<file path="src/rtl/pport_mode_pkg.sv">
`timescale 1ns/1ps
package pport_mode_pkg;

  // Edits the control stage asks the datapath to apply to the host lines.
  typedef enum logic [2:0] {
    PIN_HOLD,
    PIN_IDLE,
    PIN_REQ,
    PIN_STB_LO,
    PIN_STB_HI,
    PIN_AFD_LO,
    PIN_AFD_HI
  } pinOp_e;

  // Which wait limit the shared tick counter compares against.
  typedef enum logic [2:0] {
    LIM_SETUP,
    LIM_RESP,
    LIM_HOLD,
    LIM_LATCH,
    LIM_TACK,
    LIM_TFIN
  } limSel_e;

  typedef struct packed {
    logic    loadData;
    logic    clrTimer;
    limSel_e limSel;
    pinOp_e  pinOp;
  } ctlStrobe_t;

  typedef struct packed {
    logic selectInN;
    logic initN;
    logic autoFdN;
    logic strobeN;
  } hostPins_t;

  localparam hostPins_t PINS_IDLE = '{selectInN: 1'b0, initN: 1'b1, autoFdN: 1'b1, strobeN: 1'b1};
  localparam hostPins_t PINS_REQ  = '{selectInN: 1'b1, initN: 1'b1, autoFdN: 1'b0, strobeN: 1'b1};

endpackage

</file>
<file path="src/rtl/pport_mode_dp.sv">
`timescale 1ns/1ps
module pport_mode_dp
  import pport_mode_pkg::*;
#(
  parameter int DW          = 8,
  parameter int SETUP_TICKS = 1,
  parameter int RESP_TICKS  = 6,
  parameter int HOLD_TICKS  = 1,
  parameter int LATCH_TICKS = 7,
  parameter int TACK_TICKS  = 7,
  parameter int TFIN_TICKS  = 6
) (
  input  logic          clk,
  input  logic          rstN,
  input  logic          tick,
  input  ctlStrobe_t    ctl,
  input  logic [DW-1:0] modeCode,
  output logic [DW-1:0] dataOut,
  output hostPins_t     pins,
  output logic          expired
);

  function automatic int maxOf(input int a, input int b);
    return (a > b) ? a : b;
  endfunction

  localparam int MAXT = maxOf(maxOf(maxOf(SETUP_TICKS, RESP_TICKS), maxOf(HOLD_TICKS, LATCH_TICKS)),
                              maxOf(TACK_TICKS, TFIN_TICKS));
  localparam int CW   = $clog2(MAXT + 1);

  logic [CW-1:0] cnt;
  logic [CW-1:0] limVal;

  always_comb begin
    case (ctl.limSel)
      LIM_SETUP: limVal = CW'(SETUP_TICKS);
      LIM_RESP:  limVal = CW'(RESP_TICKS);
      LIM_HOLD:  limVal = CW'(HOLD_TICKS);
      LIM_LATCH: limVal = CW'(LATCH_TICKS);
      LIM_TACK:  limVal = CW'(TACK_TICKS);
      LIM_TFIN:  limVal = CW'(TFIN_TICKS);
      default:   limVal = CW'(SETUP_TICKS);
    endcase
  end

  // The wait runs out on the tick that brings the count to the limit.
  assign expired = tick && (cnt == limVal - 1'b1);

  always_ff @(posedge clk or negedge rstN) begin
    if (!rstN) begin
      cnt <= '0;
    end else if (ctl.clrTimer) begin
      cnt <= '0;
    end else if (tick && !expired) begin
      cnt <= cnt + 1'b1;
    end
  end

  always_ff @(posedge clk or negedge rstN) begin
    if (!rstN) begin
      dataOut <= '0;
    end else if (ctl.loadData) begin
      dataOut <= modeCode;
    end
  end

  always_ff @(posedge clk or negedge rstN) begin
    if (!rstN) begin
      pins <= PINS_IDLE;
    end else begin
      case (ctl.pinOp)
        PIN_IDLE:   pins <= PINS_IDLE;
        PIN_REQ:    pins <= PINS_REQ;
        PIN_STB_LO: pins.strobeN <= 1'b0;
        PIN_STB_HI: begin
          pins.strobeN <= 1'b1;
          pins.autoFdN <= 1'b1;
        end
        PIN_AFD_LO: pins.autoFdN <= 1'b0;
        PIN_AFD_HI: pins.autoFdN <= 1'b1;
        default:    ;
      endcase
    end
  end

  // an open wait never counts past its own limit
  a_r4_wait_within_limit: assert property (@(posedge clk) disable iff (!rstN)
    !ctl.clrTimer |-> (cnt < limVal));

  // strobe is pulsed only inside the negotiation window
  a_r5_strobe_only_negotiating: assert property (@(posedge clk) disable iff (!rstN)
    !pins.strobeN |-> (pins.selectInN && !pins.autoFdN && pins.initN));

  // init never drops in this block
  a_r8_init_stays_high: assert property (@(posedge clk) disable iff (!rstN)
    pins.initN);

endmodule

</file>
<file path="src/rtl/pport_mode_fsm.sv">
`timescale 1ns/1ps
module pport_mode_fsm
  import pport_mode_pkg::*;
#(
  parameter int          DW          = 8,
  parameter logic [DW-1:0] NIBBLE_CODE = '0
) (
  input  logic          clk,
  input  logic          rstN,
  input  logic          negReq,
  input  logic          termReq,
  input  logic [DW-1:0] codeHeld,
  input  logic          selectInN,
  input  logic          expired,
  input  logic          ackN,
  input  logic          busy,
  input  logic          paperErr,
  input  logic          select,
  input  logic          faultN,
  output ctlStrobe_t    ctl,
  output logic          done,
  output logic          accepted,
  output logic          rejected,
  output logic          timeout,
  output logic          ioError
);

  typedef enum logic [2:0] {
    S_IDLE, S_SETUP, S_RESP, S_HOLD, S_LATCH, S_TACK, S_TFIN
  } state_e;

  state_e stateQ, stateNxt;

  logic start, fin, finAcc, finRej, finTo, finIo;
  logic respOk, tackOk, modeOk;

  assign respOk = paperErr && select && faultN && !ackN;
  assign tackOk = busy && faultN && !ackN;
  assign modeOk = (codeHeld == NIBBLE_CODE) || select;

  always_comb begin
    stateNxt   = stateQ;
    ctl        = '{loadData: 1'b0, clrTimer: 1'b0, limSel: LIM_SETUP, pinOp: PIN_HOLD};
    start      = 1'b0;
    fin        = 1'b0;
    finAcc     = 1'b0;
    finRej     = 1'b0;
    finTo      = 1'b0;
    finIo      = 1'b0;
    case (stateQ)
      S_IDLE: begin
        ctl.clrTimer = 1'b1;
        if (termReq) begin
          start     = 1'b1;
          ctl.pinOp = PIN_IDLE;
          stateNxt  = S_TACK;
        end else if (negReq) begin
          if (selectInN) begin
            fin   = 1'b1;
            finIo = 1'b1;
          end else begin
            start        = 1'b1;
            ctl.loadData = 1'b1;
            stateNxt     = S_SETUP;
          end
        end
      end
      S_SETUP: begin
        ctl.limSel = LIM_SETUP;
        if (expired) begin
          ctl.pinOp    = PIN_REQ;
          ctl.clrTimer = 1'b1;
          stateNxt     = S_RESP;
        end
      end
      S_RESP: begin
        ctl.limSel = LIM_RESP;
        if (respOk) begin
          ctl.pinOp    = PIN_STB_LO;
          ctl.clrTimer = 1'b1;
          stateNxt     = S_HOLD;
        end else if (expired) begin
          fin      = 1'b1;
          finTo    = 1'b1;
          stateNxt = S_IDLE;
        end
      end
      S_HOLD: begin
        ctl.limSel = LIM_HOLD;
        if (expired) begin
          ctl.pinOp    = PIN_STB_HI;
          ctl.clrTimer = 1'b1;
          stateNxt     = S_LATCH;
        end
      end
      S_LATCH: begin
        ctl.limSel = LIM_LATCH;
        if (ackN) begin
          fin      = 1'b1;
          finAcc   = modeOk;
          finRej   = !modeOk;
          stateNxt = S_IDLE;
        end else if (expired) begin
          fin      = 1'b1;
          finIo    = 1'b1;
          stateNxt = S_IDLE;
        end
      end
      S_TACK: begin
        ctl.limSel = LIM_TACK;
        if (tackOk) begin
          ctl.pinOp    = PIN_AFD_LO;
          ctl.clrTimer = 1'b1;
          stateNxt     = S_TFIN;
        end else if (expired) begin
          fin      = 1'b1;
          finTo    = 1'b1;
          stateNxt = S_IDLE;
        end
      end
      S_TFIN: begin
        ctl.limSel = LIM_TFIN;
        if (ackN || expired) begin
          ctl.pinOp = PIN_AFD_HI;
          fin       = 1'b1;
          finIo     = !ackN;
          stateNxt  = S_IDLE;
        end
      end
      default: stateNxt = S_IDLE;
    endcase
  end

  always_ff @(posedge clk or negedge rstN) begin
    if (!rstN) begin
      stateQ   <= S_IDLE;
      done     <= 1'b0;
      accepted <= 1'b0;
      rejected <= 1'b0;
      timeout  <= 1'b0;
      ioError  <= 1'b0;
    end else begin
      stateQ <= stateNxt;
      done   <= fin;
      if (fin) begin
        accepted <= finAcc;
        rejected <= finRej;
        timeout  <= finTo;
        ioError  <= finIo;
      end else if (start) begin
        accepted <= 1'b0;
        rejected <= 1'b0;
        timeout  <= 1'b0;
        ioError  <= 1'b0;
      end
    end
  end

  // a request against a port already out of compatibility is refused
  a_r2_refuse_when_selected: assert property (@(posedge clk) disable iff (!rstN)
    (stateQ == S_IDLE && negReq && !termReq && selectInN) |=> (done && ioError && !accepted));

  // a missing peripheral response ends in a timeout
  a_r4_resp_timeout: assert property (@(posedge clk) disable iff (!rstN)
    (stateQ == S_RESP && !respOk && expired) |=> (done && timeout));

  // an accepted mode leaves select-in high
  a_r7_accept_keeps_select: assert property (@(posedge clk) disable iff (!rstN)
    (done && accepted) |-> selectInN);

  // ack high in the final termination step is a clean finish
  a_r9_clean_finish: assert property (@(posedge clk) disable iff (!rstN)
    (stateQ == S_TFIN && ackN) |=> (done && !ioError && !timeout));

  // the data lines only change from idle
  a_r10_data_frozen_busy: assert property (@(posedge clk) disable iff (!rstN)
    (stateQ != S_IDLE) |=> $stable(codeHeld));

  // at most one result flag accompanies done
  a_r11_single_result: assert property (@(posedge clk) disable iff (!rstN)
    done |-> ($countones({accepted, rejected, timeout, ioError}) <= 1));

endmodule

</file>
<file path="src/rtl/pport_mode_ctrl.sv">
`timescale 1ns/1ps
module pport_mode_ctrl
  import pport_mode_pkg::*;
#(
  parameter int            DW          = 8,
  parameter logic [DW-1:0] NIBBLE_CODE = '0,
  parameter int            SETUP_TICKS = 1,
  parameter int            RESP_TICKS  = 6,
  parameter int            HOLD_TICKS  = 1,
  parameter int            LATCH_TICKS = 7,
  parameter int            TACK_TICKS  = 7,
  parameter int            TFIN_TICKS  = 6
) (
  input  logic          clk,
  input  logic          rstN,
  input  logic          tick,
  input  logic          negReq,
  input  logic [DW-1:0] modeCode,
  input  logic          termReq,
  input  logic          ackN,
  input  logic          busy,
  input  logic          paperErr,
  input  logic          select,
  input  logic          faultN,
  output logic [DW-1:0] dataOut,
  output logic          strobeN,
  output logic          autoFdN,
  output logic          initN,
  output logic          selectInN,
  output logic          done,
  output logic          accepted,
  output logic          rejected,
  output logic          timeout,
  output logic          ioError
);

  ctlStrobe_t ctl;
  hostPins_t  pinsQ;
  logic       expired;

  pport_mode_fsm #(
    .DW(DW), .NIBBLE_CODE(NIBBLE_CODE)
  ) u_fsm (
    .clk(clk), .rstN(rstN), .negReq(negReq), .termReq(termReq),
    .codeHeld(dataOut), .selectInN(pinsQ.selectInN), .expired(expired),
    .ackN(ackN), .busy(busy), .paperErr(paperErr), .select(select), .faultN(faultN),
    .ctl(ctl), .done(done), .accepted(accepted), .rejected(rejected),
    .timeout(timeout), .ioError(ioError)
  );

  pport_mode_dp #(
    .DW(DW), .SETUP_TICKS(SETUP_TICKS), .RESP_TICKS(RESP_TICKS), .HOLD_TICKS(HOLD_TICKS),
    .LATCH_TICKS(LATCH_TICKS), .TACK_TICKS(TACK_TICKS), .TFIN_TICKS(TFIN_TICKS)
  ) u_dp (
    .clk(clk), .rstN(rstN), .tick(tick), .ctl(ctl), .modeCode(modeCode),
    .dataOut(dataOut), .pins(pinsQ), .expired(expired)
  );

  assign strobeN   = pinsQ.strobeN;
  assign autoFdN   = pinsQ.autoFdN;
  assign initN     = pinsQ.initN;
  assign selectInN = pinsQ.selectInN;

endmodule

</file>
<file path="config.mk">
export PLATFORM = sky130hd
export DESIGN_NAME = pport_mode_ctrl
export DESIGN_NICKNAME = d
export VERILOG_FILES = /design/src/rtl/pport_mode_pkg.sv /design/src/rtl/pport_mode_dp.sv /design/src/rtl/pport_mode_fsm.sv /design/src/rtl/pport_mode_ctrl.sv
export SDC_FILE = /design/constraint.sdc
export NUM_CORES = 1
export LEC_CHECK = 0
export BUFFER_PORTS_ARGS = -buffer_cell sky130_fd_sc_hd__buf_2
export CORE_ASPECT_RATIO = 1.25
export CORE_MARGIN = 5
export CORE_UTILIZATION = 36
export DETAILED_ROUTE_END_ITERATION = 10
export SLEW_MARGIN = 10
export SYNTH_ARGS = -nofsm -noshare
export SYNTH_HDL_FRONTEND = slang
export SYNTH_SLANG_ARGS = --single-unit
</file>
<file path="constraint.sdc">
create_clock -name clk -period 1.8 [get_ports clk]
set_input_delay 0 -clock clk [delete_from_list [all_inputs] [get_ports clk]]
set_output_delay 0 -clock clk [all_outputs]
set_load 0.1 [all_outputs]
</file>
* After elaboration in Yosys (flattened, before gate mapping)
Index checks and enable logic that the tools add are counted.
Cells by class: add/subtract/negate cells 2, multipliers 0, divide/modulo/power cells 0, $lt $le $gt $ge 0, equality and inequality tests 22, shift-type cells 0, mux-type cells 56, bitwise operators 0, reductions and logical operators 26
Operators by type and width (number):
- 3-bit two-way mux | 15
- 1-bit two-way mux | 28
- 3-bit == test, second input constant | 8
- 3-bit one-hot mux with 7 select lines | 1
- 3-bit one-hot mux with 6 select lines | 1
- 3-bit by 2-bit == test with 1-bit output, second input constant | 5
- 3-bit one-hot mux with 5 select lines | 1
- 2-bit nonzero test | 5
- 3-bit by 1-bit == test with 1-bit output, second input constant | 3
- 8-bit logical NOT | 1
- 2-bit OR reduction | 4
- 1-bit logical AND | 7
- 2-bit by 1-bit != test with 1-bit output, second input constant | 3
- 3-bit != test, second input constant | 2
- 1-bit one-hot mux with 2 select lines | 3
- 3-bit one-hot mux with 2 select lines | 1
- 3-bit OR reduction | 2
- 1-bit one-hot mux with 5 select lines | 1
- 5-bit AND reduction | 1
- 2-bit two-way mux | 2
- 1-bit one-hot mux with 4 select lines | 1
- 2-bit one-hot mux with 2 select lines | 1
- 3-bit by 1-bit adder with 3-bit output, second input constant | 1
- 3-bit == test | 1
- other kinds (5) | 8
Storage, ports and cells: register bits 23, bits in latches 0, RAM bits 0, memory bits (read-only) 0, input port bits 18, output and inout bits 17, memories 0

* Depth between registers and ports, before layout
Gate-level depths: netlist of the first run.
depth in word-level cells 14, mapped depth 7, mapped depth without buffers 5

* Hierarchy
A second synthesis of the first run with hierarchy kept.
Unflattened totals: cells, all modules 149, area total of the unflattened synthesis 1422.6 um^2
By module, submodules not included:
- pport_mode_fsm | instances 1, cells an instance 87, area an instance 719.4 um^2, sequential area each 200.2 um^2
- pport_mode_dp | instances 1, cells an instance 62, area an instance 703.2 um^2, sequential area each 352.8 um^2

* Worst setup path after synthesis of the first run
No wires, ideal clock.
path kind register -> register, from register u_dp.pins[3] in the netlist's numbering, to register u_fsm.ioError, setup time 0.083 ns, arrival time 1.767 ns, data required time 1.717 ns, setup slack -0.050 ns, cell stages (with the launch flop) 6, cells stage by stage dfrtp_1 > inv_1 > a21oi_1 > o41ai_1 > mux2_2 > o21ai_0
On the way: cells in the longest elaborated chain, start to end 5, elaborated cells between the ends (all ways) 11, those cells by class mux: 10; reduce/logical: 1
Ends and longest elaborated chain:
- start, declared | line pport_mode_dp.sv:19 | output hostPins_t pins,
- 1-bit two-way mux | line pport_mode_fsm.sv:58 | if (selectInN) begin
- 1-bit two-way mux | line pport_mode_fsm.sv:57 | end else if (negReq) begin
- 1-bit two-way mux | line pport_mode_fsm.sv:53 | if (termReq) begin
- 1-bit one-hot mux with 5 select lines (tied with other cells) | line pport_mode_fsm.sv:50 | case (stateQ)
- 1-bit two-way mux / 2-bit nonzero test (equally long branches)
- end signal, assigned | line pport_mode_fsm.sv:149 | ioError <= finIo;
- end, declared | line pport_mode_fsm.sv:25 | output logic ioError
Parallel ways exist; a longest one is shown, timed or not. A chain may end at the register's enable or synchronous reset.

* Final worst setup path of the first run
from register u_fsm.stateQ[2], to register u_dp.dataOut[4]
On the way: cells in the longest elaborated chain, start to end 2
Ends and longest elaborated chain:
- start, declared | line pport_mode_fsm.sv:32 | state_e stateQ, stateNxt;
- start signal, assigned | line pport_mode_fsm.sv:143 | stateQ <= stateNxt;
- 3-bit logical NOT | line pport_mode_fsm.sv:50
- 1-bit two-way mux | line pport_mode_fsm.sv:50
- end signal, assigned | line pport_mode_dp.sv:63 | dataOut <= modeCode;
- end, declared | line pport_mode_dp.sv:18 | output logic [DW-1:0] dataOut,
No other way between the ends.

==> results of run 1 <==
[flip-flops by register name, summed over array words and instances (netlist names)]
signal	cells
u_dp.cnt	3
u_fsm.stateQ	3
u_fsm.timeout	1
u_fsm.rejected	1
u_fsm.done	1
u_fsm.ioError	1
u_dp.pins	3
u_dp.dataOut	8
u_fsm.accepted	1
[per-stage QoR]
| step | TNS (ns) | std cells | util (%) | instance area (um^2) |
|---|---|---|---|---|
| finish | 0 | 231 | 48.1 | 1790 |
| global route | -0.00474 | 231 | 48.1 | 1790 |
| CTS | 0 | 231 | 47.5 | 1770 |
| detailed placement | 0 | 218 | 43.2 | 1610 |
| global placement | 0 | 218 | 43.2 | 1610 |
| floorplan | 0 | 145 | - | 1360 |
[what timing repair did]
item	in CTS	in global routing
hold endpoints to repair	28	0
resized for setup	0	8
setup buffers	0	0
setup endpoints to repair	0	8
hold buffers	9	0
[placed cells by master (no fill, tap or decap), drive strengths merged, types with 2 or more instances in the layout]
master       netlist  routed
a211oi             2       2
a21oi             10      10
a31oi              3       3
and3               3       3
and3b              3       3
buf                7      42
clkbuf             2       3
dfrtp             20      20
dfstp              2       2
dlygate4sd3        0       9
inv                2       2
mux2               9       9
nand2             11      11
nand2b             6       6
nand3              5       5
nand3b             2       2
nand4b             2       2
nor2              10      10
nor2b              3       3
nor3               2       2
nor3b              2       2
nor4               2       2
o211a              2       2
o21ai             13      13
o22ai              2       2
or2                2       2
[worst min-delay path, stage by stage]
cell and delay (ns):
buf_2 0.12, nand4b_1 0.11, nand2_1 0.06
[cell usage after synthesis, types with 4 or more instances]
master,number,share of area [%]
dfrtp_1,20,37
mux2_2,9,7.5
nor2_1,10,2.8
nand2_1,10,2.8
nand2b_1,6,2.8
a21oi_1,10,3.7
nand3_1,5,1.8
buf_2,4,1.5
o21ai_0,11,4.1
[worst max-delay path by stage]
stage | startpoint | end | slack [ns] | cells after the start
finish | u_fsm.stateQ[2] | u_dp.dataOut[4] | 0.08 | 5
global route | u_dp.cnt[2] | u_dp.pins[1] | -0.005 | 5
CTS | u_fsm.stateQ[1] | u_dp.cnt[0] | 0.002 | 5
detailed placement | u_fsm.stateQ[1] | u_dp.cnt[0] | 0.04 | 5
global placement | u_fsm.stateQ[0] | u_dp.cnt[2] | 0.07 | 5
floorplan | u_fsm.stateQ[0] | u_dp.dataOut[1] | 0.18 | 5
[area by class of cell]
class                      instances  area, um^2
clock buffer                       3        41.3
clock inverter                     1        30.0
fill                             342        1930
inverter                           2        7.51
multi-input combinational        112         767
sequential                        22         558
tap                               40        50.0
timing repair buffer              51         335
[metal layers]
layer	up-vias	track usage [%]	wire length (um)
li1	629	-	-
met1	623	16.1	1410
met2	40	29.8	2060
met3	9	2.58	166
met4	0	5.71	86
met5	-	0	0
[cells by family after synthesis]
| logic type | Yosys count | share of synthesized area (%) |
|---|---|---|
| multiplexers | 9 | 7.47 |
| other | 1 | 0.276 |
| flip-flops | 22 | 40.7 |
| AND/OR/NAND/NOR | 55 | 23.0 |
| buffers and inverters | 11 | 3.96 |
| adder cells (fa/ha/maj) | 1 | 0.922 |
| AO/OA/AOI/OAI | 46 | 23.7 |
==> results.toml, run 1 <==
[clock_tree]
clkLatencyLatePin_ns = 0.27
cts_tree = "yes"
cts.sinks = 22
cts_buffer_depth = 2
numCtsBuffers = 3
cts_root_buf = "clkbuf_8"
clkTransAtPathRegs_ns = 0.09
cts_htree_levels = 1

[setup_path]
crit_path_end_kind = "flip-flop"
critical_path.max_stage_delay_ns = 0.46
start_kind = "flip-flop"
cp_top_family = "flip-flops"
r2r-end = "u_dp.dataOut[4]"
critPathRequiredTime_ns = 1.97
r2r-start = "u_fsm.stateQ[2]"
critPathSlowestCell = "dfrtp_2"
reg2regPathDepth = 5
r2r_setup_slack_ns = 0.08
crit_type = "flip-flop to flip-flop"
worstPathArrival_ns = 1.88
critPathMaxFanout = 19
cp_cell_sequence = "buf_12 > nor3_1 > and4b_1 > buf_4 > mux2_2"
cp_num_buf_inv = 2

[logic_synthesis]
synth_cells = 145
synthArstFlopShare_pct = 100
ys_seq_elements = 22
ys.flop_type = "dfrtp_1"
synth_edf_count = 0
yosysWarnings = 0
syn-cell-area_mm2 = 0.00136
synth_nets = 164
ys_types = 50
seq_area_frac_synth_pct = 40.7
syn_area_per_cell_um2 = 9.36

[sta]
drv_slew = 0
fmax_mhz = 582
setup_violations = 0
finalCriticalPeriod_ns = 1.72
setup_slack_ns = 0.0816
rsz0062_at_grt = "true"
fin_skew_ns = 0.00690
hold_ws_ns = 0.0591
hold_viol = 0
fin_crit_sh_pct = 95.5

[worst_hold_path]
hold_path_depth = 3
hp-class = "primary input to flip-flop"
hold_end = "u_fsm.done"
hold_start = "negReq"

[global_routing]
first_global_vias = 1399
grt.total_usage_pct = 15.4
grt_pass1_wl_mm = 6.19
grt_max_degree = 23
grt_overflow = 0
antenna_found_initial = 0

[detailed_routing]
drc = 0
firstDrtPassIters = 4
ant_nets = 0
wire_per_inst_um = 16.1
routed_via_density = 5.63
drt_wl_total_mm = 3.73
drt_iter0_drc = 39
vias = 1301

[floorplanning]
rows = 25
design.portCount = 35
start_util_pct = 36.5
core_area_mm2 = 0.00372
die_h_um = 78.7
die_x_um = 64.9
dieArea_mm2 = 0.00511

[cells_and_area]
nets = 211
antennaDiodeCount = 0
syn_to_final_growth_pct = 31.8
drive_gt1_share_pct = 36.6

[placement]
place_worst_setup_slack_ns = 0.0445
hpwl_mm = 2.78
io_buffer_count = 33
globalplace.congestion = 0.857

[status]
outcome = "finished clean"

[run]
maxCapViolCount = 0
Power of run 1 is left out: the tool's default activity adds up to more than one toggle a clock period on the data nets, which glitch-free logic cannot reach.
==> run 2: changes to the inputs <==
--- a/config.mk
+++ b/config.mk
@@ -5,6 +5,7 @@
 export SDC_FILE = /design/constraint.sdc
 export NUM_CORES = 1
 export LEC_CHECK = 0
+export ABC_AREA = 1
 export BUFFER_PORTS_ARGS = -buffer_cell sky130_fd_sc_hd__buf_2
 export CORE_ASPECT_RATIO = 1.25
 export CORE_MARGIN = 5
==> constraint.sdc (replaced) <==
create_clock -name clk -period 2 [get_ports clk]
set_input_delay 0 -clock clk [delete_from_list [all_inputs] [get_ports clk]]
set_output_delay 0 -clock clk [all_outputs]
set_load 0.1 [all_outputs]
==> run 2 against run 1 <==
Flip-flop and latch count unchanged; worst hold slack got worse by 0.054 ns; register-to-register slack improved by 0.28 ns; final area decreased by 6.8%; sequential share of layout area increased by 2.0 points; synthesized area decreased by 2.9%; via count decreased by 10%; clock skew decreased by 0.0061 ns; utilization decreased by 0.60 points.
==> results.toml, run 2 <==
[status]
outcome = "finished clean"

[detailed_routing]
routed_via_density = 4.78
firstDrtPassIters = 4
ant_nets = 0
vias = 1167
drt_iter0_drc = 27
wire_per_inst_um = 12.5
drc = 0
drt_wl_total_mm = 3.04

[setup_path]
r2r-end = "u_dp.cnt[1]"
r2r_setup_slack_ns = 0.36
reg2regPathDepth = 10
crit_path_end_kind = "flip-flop"
critPathRequiredTime_ns = 2.16
critPathMaxFanout = 10
worstPathArrival_ns = 1.79
crit_type = "flip-flop to flip-flop"
start_kind = "flip-flop"
r2r-start = "u_fsm.stateQ[0]"

[worst_hold_path]
hold_path_depth = 3
hp-class = "primary input to flip-flop"
hold_start = "ackN"
hold_end = "u_fsm.rejected"

[clock_tree]
cts_buffer_depth = 2
cts_htree_levels = 1
cts.repair.resized = 0
numCtsBuffers = 3
clkLatencyLatePin_ns = 0.27
cts.sinks = 22
clkTransAtPathRegs_ns = 0.08
postCtsHoldBufs = 9
cts_root_buf = "clkbuf_8"
post_cts_buffers = 0
cts_tree = "yes"

[logic_synthesis]
syn_area_per_cell_um2 = 8.14
synth.largest_area_cell = "dfrtp_1"
ys.flop_type = "dfrtp_1"
syn-cell-area_mm2 = 0.00132
synthArstFlopShare_pct = 100
yosys-top-cells-count = "nand2_1, nor2_1, dfrtp_1"
yosysWarnings = 0
ys_top_cells_by_area = "dfrtp_1, nand2_1, mux2_1, nor2_1, inv_1"
synth_edf_count = 0
synth_nets = 181
synth_top_area_share_pct = 38.0
yosysMostFrequentCell = "nand2_1"
synth_cells = 162
ys_types = 29
ys_seq_elements = 22
seq_area_frac_synth_pct = 41.9

[cells_and_area]
largest_register = "u_dp.dataOut"
nets = 225
syn_to_final_growth_pct = 26.5
layout_common_cells = "buf_2, nand2_1, nor2_1"
largest_reg_flops = 8
n_fill_cell = 345
drive_gt1_share_pct = 31.7
layout_commonest_cell = "buf_2"
finish.utilization_pct = 47.5
antennaDiodeCount = 0

[floorplanning]
start_util_pct = 37.5
core_area_mm2 = 0.00351
die_h_um = 77.7
die_x_um = 64.1
design.portCount = 35
dieArea_mm2 = 0.00498
rows = 24

[placement]
hpwl_mm = 2.45
globalplace.congestion = 0.872
io_buffer_count = 33

[global_routing]
grt.total_usage_pct = 13.6
grt_pass1_wl_mm = 5.49
grt_overflow = 0
antenna_found_initial = 0
grt_max_degree = 23
first_global_vias = 1265

[sta]
rsz0062_at_grt = "false"
fin_crit_sh_pct = 81.9
setup_tns_ns = 0
fin_skew_ns = 0.000841
drv_slew = 0
hold_ws_ns = 0.00558
relSlewSlack_pct = 66.3
finalCriticalPeriod_ns = 1.64
setup_violations = 0
worst_pin_slew_ns = 0.505
hold_viol = 0
fmax_mhz = 610

[run]
maxCapViolCount = 0
## run 2: cell count changes after synthesis, moves of 7 or more
| cell | change |
|---|---|
| a21oi_1 | -8 |
| inv_1 | +13 |
| mux2_1 | +8 |
| mux2_2 | -9 |
| nand2_1 | +19 |
| nand2_2 | +7 |
| nor2_1 | +13 |
## run 2: layout make-up
type	count	area, um^2	share of cell area (%)
timing repair buffer	42	255	15.3
clock buffer	3	41.3	2.48
tap	39	48.8	2.93
sequential	22	553	33.2
clock inverter	1	30.0	1.80
inverter	22	85.1	5.10
multi-input combinational	115	654	39.2
## run 2: how the worst max path moves through the flow
stage,from,end
after CTS,u_fsm.stateQ[0],u_dp.cnt[1]
after global routing,u_fsm.stateQ[0],u_dp.cnt[1]
final,u_fsm.stateQ[0],u_dp.cnt[1]
after floorplan,u_dp.pins[3],u_dp.dataOut[1]
after detailed placement,u_fsm.stateQ[0],u_dp.cnt[1]
after global placement,u_fsm.stateQ[0],u_dp.cnt[2]
## run 2: kinds of logic after synthesis
kind of cell | Yosys count | synth area share [%]
other cells | 1 | 0.284
mux | 8 | 6.83
xor+xnor | 2 | 1.33
simple gates | 91 | 35.0
fa+ha+maj | 1 | 0.949
buf+inv | 25 | 8.44
flops | 22 | 41.9
compound gates | 12 | 5.22
## run 2: critical path: stages (launching register included)
cell and delay, ns:
dfrtp_1 0.51, inv_4 0.12, nand2_2 0.09, nand2_2 0.07, nand2_2 0.06, nor2_4 0.11, nand3_4 0.16, inv_2 0.13
nand2_2 0.06, nand3_1 0.15, a21oi_1 0.07
## run 2: per-stage QoR
step                std cells  cell area, um^2  setup slack (ns)
floorplan                 162             1320             0.269
global placement          231             1510             0.351
detailed placement        231             1510             0.372
CTS                       244             1670             0.365
global route              244             1670             0.232
finish                    244             1670             0.361
## run 2: layer usage
layer	share of wire (%)	vias up	routed length [um]	track usage [%]
met4	2.5	0	75	5.91
li1	-	602	-	-
met3	4.9	7	148	2.60
met2	51	34	1560	24.6
met1	41	524	1250	15.0
met5	0	-	0	0
Power of run 2 is left out for the same reason.
